**src/rtl/evtc_pkg.sv**
```systemverilog
package evtc_pkg;

    localparam int CFG_W       = 8;
    localparam int CFG_PERIODIC = 0;
    localparam int CFG_W32      = 1;
    localparam int CFG_SETVAL   = 2;
    localparam int CFG_CAP_PER  = 4;
    localparam int CFG_CAP_64   = 5;

    typedef enum logic [1:0] {
        SEL_CFG  = 2'd0,
        SEL_LO   = 2'd1,
        SEL_HI   = 2'd2,
        SEL_NONE = 2'd3
    } wsel_e;

    typedef struct packed {
        logic setval;
        logic w32;
        logic periodic;
    } chan_mode_t;

    typedef struct packed {
        logic cmp_hit;
        logic wrap_hit;
    } hit_t;

    function automatic logic [CFG_W-1:0] cfg_word(chan_mode_t m);
        logic [CFG_W-1:0] w;
        w = '0;
        w[CFG_PERIODIC] = m.periodic;
        w[CFG_W32]      = m.w32;
        w[CFG_SETVAL]   = m.setval;
        w[CFG_CAP_PER]  = 1'b1;
        w[CFG_CAP_64]   = 1'b1;
        return w;
    endfunction

    function automatic chan_mode_t cfg_decode(logic [CFG_W-1:0] d);
        chan_mode_t m;
        m.periodic = d[CFG_PERIODIC];
        m.w32      = d[CFG_W32];
        m.setval   = d[CFG_SETVAL];
        return m;
    endfunction

endpackage

```
**src/rtl/evtc_cfg_reg.sv**
```systemverilog
module evtc_cfg_reg
    import evtc_pkg::*;
(
    input  logic             clk,
    input  logic             rst,
    input  logic             cfg_wr,
    input  logic [CFG_W-1:0] cfg_data,
    input  logic             setval_clr,
    output chan_mode_t       mode
);

    always_ff @(posedge clk) begin
        if (rst) begin
            mode <= '0;
        end else if (cfg_wr) begin
            mode <= cfg_decode(cfg_data);
        end else if (setval_clr) begin
            mode.setval <= 1'b0;
        end
    end

endmodule

```
**src/rtl/evtc_match.sv**
```systemverilog
module evtc_match
    import evtc_pkg::*;
#(
    parameter int CNT_W = 64
) (
    input  logic [CNT_W-1:0] count,
    input  logic [CNT_W-1:0] cmp,
    input  chan_mode_t       mode,
    input  logic             active,
    output hit_t             hits
);

    localparam int HALF_W = CNT_W / 2;

    logic lo_eq;
    logic hi_eq;
    logic lo_zero;

    assign lo_eq   = (count[HALF_W-1:0] == cmp[HALF_W-1:0]);
    assign hi_eq   = (count[CNT_W-1:HALF_W] == cmp[CNT_W-1:HALF_W]);
    assign lo_zero = (count[HALF_W-1:0] == '0);

    always_comb begin
        hits.cmp_hit  = active & lo_eq & (mode.w32 | hi_eq);
        hits.wrap_hit = active & mode.w32 & ~mode.periodic & lo_zero;
    end

endmodule

```
**src/rtl/evtc_value_regs.sv**
```systemverilog
module evtc_value_regs
    import evtc_pkg::*;
#(
    parameter int CNT_W = 64
) (
    input  logic              clk,
    input  logic              rst,
    input  chan_mode_t        mode,
    input  hit_t              hits,
    input  logic              wr_en,
    input  wsel_e             wsel,
    input  logic [CNT_W/2-1:0] wr_data,
    input  logic              trunc,
    output logic [CNT_W-1:0]  cmp_q,
    output logic [CNT_W-1:0]  period_q,
    output logic              setval_clr
);

    localparam int HALF_W = CNT_W / 2;

    logic              wr_lo, wr_hi;
    logic              cmp_wr_lo, cmp_wr_hi;
    logic              per_wr_lo, per_wr_hi;
    logic              per_nz, do_adv;
    logic [HALF_W-1:0] adv_lo;
    logic [CNT_W-1:0]  adv_full, adv;
    logic [CNT_W-1:0]  cmp_n, per_n;

    assign wr_lo     = wr_en & (wsel == SEL_LO);
    assign wr_hi     = wr_en & (wsel == SEL_HI) & ~mode.w32;
    assign cmp_wr_lo = wr_lo & (~mode.periodic | mode.setval);
    assign cmp_wr_hi = wr_hi & (~mode.periodic | mode.setval);
    assign per_wr_lo = wr_lo & mode.periodic;
    assign per_wr_hi = wr_hi & mode.periodic;
    assign setval_clr = wr_lo | wr_hi;

    assign adv_lo   = cmp_q[HALF_W-1:0] + period_q[HALF_W-1:0];
    assign adv_full = cmp_q + period_q;
    assign per_nz   = mode.w32 ? (|period_q[HALF_W-1:0]) : (|period_q);
    assign do_adv   = hits.cmp_hit & mode.periodic & per_nz;

    generate
        if (CNT_W > HALF_W) begin : g_adv
            assign adv = mode.w32 ? {{(CNT_W-HALF_W){1'b0}}, adv_lo} : adv_full;
        end else begin : g_adv_flat
            assign adv = adv_full;
        end
    endgenerate

    always_comb begin
        cmp_n = (do_adv & ~(cmp_wr_lo | cmp_wr_hi)) ? adv : cmp_q;
        per_n = period_q;
        if (cmp_wr_lo) cmp_n[HALF_W-1:0]     = wr_data;
        if (cmp_wr_hi) cmp_n[CNT_W-1:HALF_W] = wr_data;
        if (per_wr_lo) per_n[HALF_W-1:0]     = wr_data;
        if (per_wr_hi) per_n[CNT_W-1:HALF_W] = wr_data;
        if (trunc) begin
            cmp_n[CNT_W-1:HALF_W] = '0;
            per_n[CNT_W-1:HALF_W] = '0;
        end
    end

    always_ff @(posedge clk) begin
        if (rst) begin
            cmp_q    <= '1;
            period_q <= '1;
        end else begin
            cmp_q    <= cmp_n;
            period_q <= per_n;
        end
    end

endmodule

```
**src/rtl/evtc_channel.sv**
```systemverilog
module evtc_channel
    import evtc_pkg::*;
#(
    parameter int CNT_W = 64
) (
    input  logic               clk,
    input  logic               rst,
    input  logic               glob_en,
    input  logic               tick,
    input  logic [CNT_W-1:0]   count,
    input  logic               wr_en,
    input  logic [1:0]         wr_sel,
    input  logic [CNT_W/2-1:0] wr_data,
    output logic               fire,
    output logic [CNT_W-1:0]   cmp_q,
    output logic [CNT_W-1:0]   period_q,
    output logic [CFG_W-1:0]   cfg_q
);

    localparam int HALF_W = CNT_W / 2;

    chan_mode_t mode;
    hit_t       hits;
    wsel_e      wsel;
    logic       active;
    logic       cfg_wr;
    logic       trunc;
    logic       setval_clr;
    logic       fire_q;

    assign wsel   = wsel_e'(wr_sel);
    assign active = glob_en & tick;
    assign cfg_wr = wr_en & (wsel == SEL_CFG);
    assign trunc  = cfg_wr & wr_data[CFG_W32];

    evtc_cfg_reg u_cfg (
        .clk        (clk),
        .rst        (rst),
        .cfg_wr     (cfg_wr),
        .cfg_data   (wr_data[CFG_W-1:0]),
        .setval_clr (setval_clr),
        .mode       (mode)
    );

    evtc_match #(.CNT_W(CNT_W)) u_match (
        .count  (count),
        .cmp    (cmp_q),
        .mode   (mode),
        .active (active),
        .hits   (hits)
    );

    evtc_value_regs #(.CNT_W(CNT_W)) u_vals (
        .clk        (clk),
        .rst        (rst),
        .mode       (mode),
        .hits       (hits),
        .wr_en      (wr_en),
        .wsel       (wsel),
        .wr_data    (wr_data),
        .trunc      (trunc),
        .cmp_q      (cmp_q),
        .period_q   (period_q),
        .setval_clr (setval_clr)
    );

    always_ff @(posedge clk) begin
        if (rst) fire_q <= 1'b0;
        else     fire_q <= hits.cmp_hit | hits.wrap_hit;
    end

    assign fire  = fire_q;
    assign cfg_q = cfg_word(mode);

endmodule

```
**config.mk**
```make
export PLATFORM = sky130hd
export DESIGN_NAME = evtc_channel
export DESIGN_NICKNAME = d
export VERILOG_FILES = /design/src/rtl/evtc_pkg.sv /design/src/rtl/evtc_cfg_reg.sv /design/src/rtl/evtc_match.sv /design/src/rtl/evtc_value_regs.sv /design/src/rtl/evtc_channel.sv
export SDC_FILE = /design/constraint.sdc
export NUM_CORES = 1
export LEC_CHECK = 0
export BUFFER_PORTS_ARGS = -buffer_cell sky130_fd_sc_hd__clkbuf_2
export CORE_MARGIN = 2
export CORE_UTILIZATION = 42
export CTS_BUF_LIST = sky130_fd_sc_hd__clkbuf_16
export CTS_CLUSTER_DIAMETER = 30
export DETAILED_ROUTE_END_ITERATION = 8
export MAX_ROUTING_LAYER = met4
export PLACE_DENSITY = 0.76
export SLEW_MARGIN = 20
export SYNTH_ARGS = -nofsm -noshare
export SYNTH_HDL_FRONTEND = slang
export SYNTH_SLANG_ARGS = --single-unit
```
**constraint.sdc**
```tcl
create_clock -name clk -period 3.83 [get_ports clk]
set_input_delay 0.5745 -clock clk [delete_from_list [all_inputs] [get_ports clk]]
set_output_delay 0.5745 -clock clk [all_outputs]
set_load 0.03 [all_outputs]
```
==> impl_results.md <==
* Critical R2R Launch: u_vals.period_q[0]
* Hold Buf Count CTS at 0
* Synth cell types at 75
* Status: complete, no violations
* Max_slew headroom at 26.2%
* # H-tree levels at 4
* Crit-path max cell delay at 860 ps
* Drc violations at 0
* Post-synthesis adder-cell area fraction at 8.32%
* Share of layout cells above drive strength 1 at 22.4%
* Leakage at 4.97 nW
* Tcrit/Tclk final at 94.4%
* Worst path slowest cell: nor3_2
* Crit. End Element: register
* Hold depth at 3
* Die area at 0.0244 mm2
* Synthesized flop and latch total at 132
* Crit path cell chain: buf_4, nor4_1, nand4_1, nor2_1, o21ai_0, and4_1, nor3_2, buf_4, nor2_1, a221o_1
* Post-Synth XOR/XNOR Area at 11.4%
* Clock Sinks at 132
* Core Util, Final at 51.8%
* Post-route setup TNS at 0 ps
* Final #Nets at 1608
* Clock skew at 11.1 ps
* Synth top cells by count: nand2_1, dfxtp_1, a21oi_1, o21ai_0, xnor2_1
* Via density at 6.17
* N_diodes at 0
* Mapped Avg Cell Area at 7.97 um2
* Row cnt at 55
* Number of buffers created by CTS at 17
* R2r setup slk at 220 ps
* Setup violators final at 0
* Wire per inst at 22.2 um
* Worst vdd ir at 0.277 mV
* Worst R2R Path Depth at 10
* Largest area contributor in the synthesized netlist: dfxtp_1
* Hold Path End: u_vals.period_q[29]
* Crit path time final at 3610 ps
* DRT Pass-1 Iters at 6
* Synthesized cell area at 0.00971 mm2
* Die height at 156 um
* Synth area leaders: dfxtp_1, ha_1, nand2_1
* DR iter-0 viols at 1142
* Clock Latency Late Sink at 440 ps
* Core box area at 0.0226 mm2
* Port bufs at 234
* RSZ-0062 raised after global routing: no
* Final max-slew violation count at 0
* Hold Path Origin: wr_data[29]
* Largest net degree at the start of global routing at 63
* Fmax at 0.277 GHz
* # IOs at 240
* Mux cell area share after synthesis at 3.96%
* Critical path class: reg -> reg
* Post-Synthesis Cells at 1218
* Post-DRT Antenna Nets at 0
* Final hold slack at 420 ps
* Final Hold Viols at 0
* Starting Density at 42.9%
* Compound-Gate Fraction of Synth Area at 24.6%
* Share of the synthesized area in the top cell type at 27.2%
* Initial antenna violation count at 0
* Clock root buffer master: clkbuf_16
* Worst-margin pin slew at 1100 ps
* Simple-Gate Fraction of Synth Area at 19.8%
* CP Data Required Time at 4150 ps
* Post-CTS sizing at 0
* Global route total overflow at 0
* Setup bufs post-CTS at 0
* FFs w/ async S/R, synth at 0%
* Crit path DAT at 3940 ps
* CTS tree: built
* Critical Path Fanout Max at 13
* Via Count at 10700
* Worst-path clk slew at 60 ps
* Max_cap viols at 0
* Post-synth EDFFs at 0
* Pwr per Cell Area at 363 mW/mm2
* Die X at 156 um
* Vias in the first global route at 9845
* Yosys warning total at 0
* Clock buffer depth at 2
* GP Congestion at 1.06
* Crit Reg-Reg Endpoint: u_vals.cmp_q[55]
* Main flop type after synthesis: dfxtp_1
* First-pass GRT wire length at 58.4 mm
* Final wirelength at 38.7 mm
* Count leader, synth: nand2_1
* Worst Hold Class: in -> reg
* Area delta synth->final at 20.9%
* Main combinational cell family by area after synthesis: compound AO/OA/AOI/OAI gates
* Register area share after synthesis at 27.2%
* Total GRT Usage at 32.2%
* Startpoint types: register
* HPWL Detailed at 30.2 mm
-- flip-flops by register name, summed over array words and instances, names as in the netlist --
signal and cells:
u_vals.cmp_q 64, u_cfg.mode 3, u_vals.period_q 64, fire 1
-- worst max-delay path by stage --
stage	slack, ps	to	start	cells after the start
2_1_floorplan	770	u_vals.cmp_q[56]	u_vals.cmp_q[0]	13
3_3_place_gp	410	u_vals.cmp_q[14]	count[55]	11
3_5_place_dp	420	u_vals.cmp_q[22]	count[55]	11
4_1_cts	430	u_vals.cmp_q[62]	u_vals.period_q[7]	11
5_1_grt	170	u_vals.cmp_q[55]	u_vals.period_q[0]	10
6_report	220	u_vals.cmp_q[55]	u_vals.period_q[0]	10
-- cell usage in the layout, fill, tap and decap left out, types with 29 or more instances in the layout --
master    count
clkbuf_2    234
nand2_1     180
dfxtp_1     132
o21ai_0      91
a21oi_1      91
xnor2_1      67
ha_1         63
xor2_1       59
nor2_1       52
a221oi_1     44
nand3_1      41
nand4_1      39
buf_4        39
mux2i_1      35
nor4_1       35
a21o_1       29
-- kinds of logic (layout without fill, tap and decap cells) --
logic type / Yosys count / in the layout
adder cells (fa/ha/maj): 64 / 64
buffers and inverters: 91 / 324
other: 2 / 5
flip-flops: 132 / 132
multiplexers: 38 / 38
AND/OR/NAND/NOR: 402 / 402
AO/OA/AOI/OAI: 363 / 363
XOR/XNOR: 126 / 126
-- critical path, delay by kind of cell, from the launching register on --
kind	cells	cell delay, ps
AND/OR/NAND/NOR	6	2170
buffers and inverters	2	520
flip-flops	1	360
AO/OA/AOI/OAI	2	450
-- where the power goes --
group / total [W] / internal [W] / switching (W)
clock network: 0.00160 / 0.000947 / 0.000657
registers: 0.00153 / 0.00143 / 0.0000972
logic: 0.00112 / 0.000415 / 0.000710
total: 0.00426 / 0.00280 / 0.00146
-- cell type report --
| class | instances | area (um2) |
|---|---|---|
| clock inverters | 15 | 141 |
| clock buffers | 17 | 425 |
| flip-flops and latches | 132 | 2640 |
| repair buffers | 273 | 1460 |
| multi-input cells | 998 | 6640 |
| well taps | 285 | 357 |
| inverters | 19 | 72.6 |
| fillers | 2233 | 10900 |
-- routing by layer --
layer / routed length (um) / vias up / global-route usage (%)
met5: 0 / - / -
met4: 2180 / 0 / 16.5
met3: 3800 / 124 / 6.64
met2: 16700 / 607 / 47.2
met1: 16000 / 5051 / 41.8
li1: - / 4948 / -
-- through the flow --
step	instances	setup WS [ps]	power [W]	instance area (um2)
5_1_grt	1739	165	0.00442	11700
3_5_place_dp	1707	415	0.00265	11200
3_3_place_gp	1707	415	0.00265	11200
6_report	1739	215	0.00426	11700
4_1_cts	1739	431	0.00425	11700
2_1_floorplan	1221	768	0.00228	9720
(Power assumes the default switching activity.)
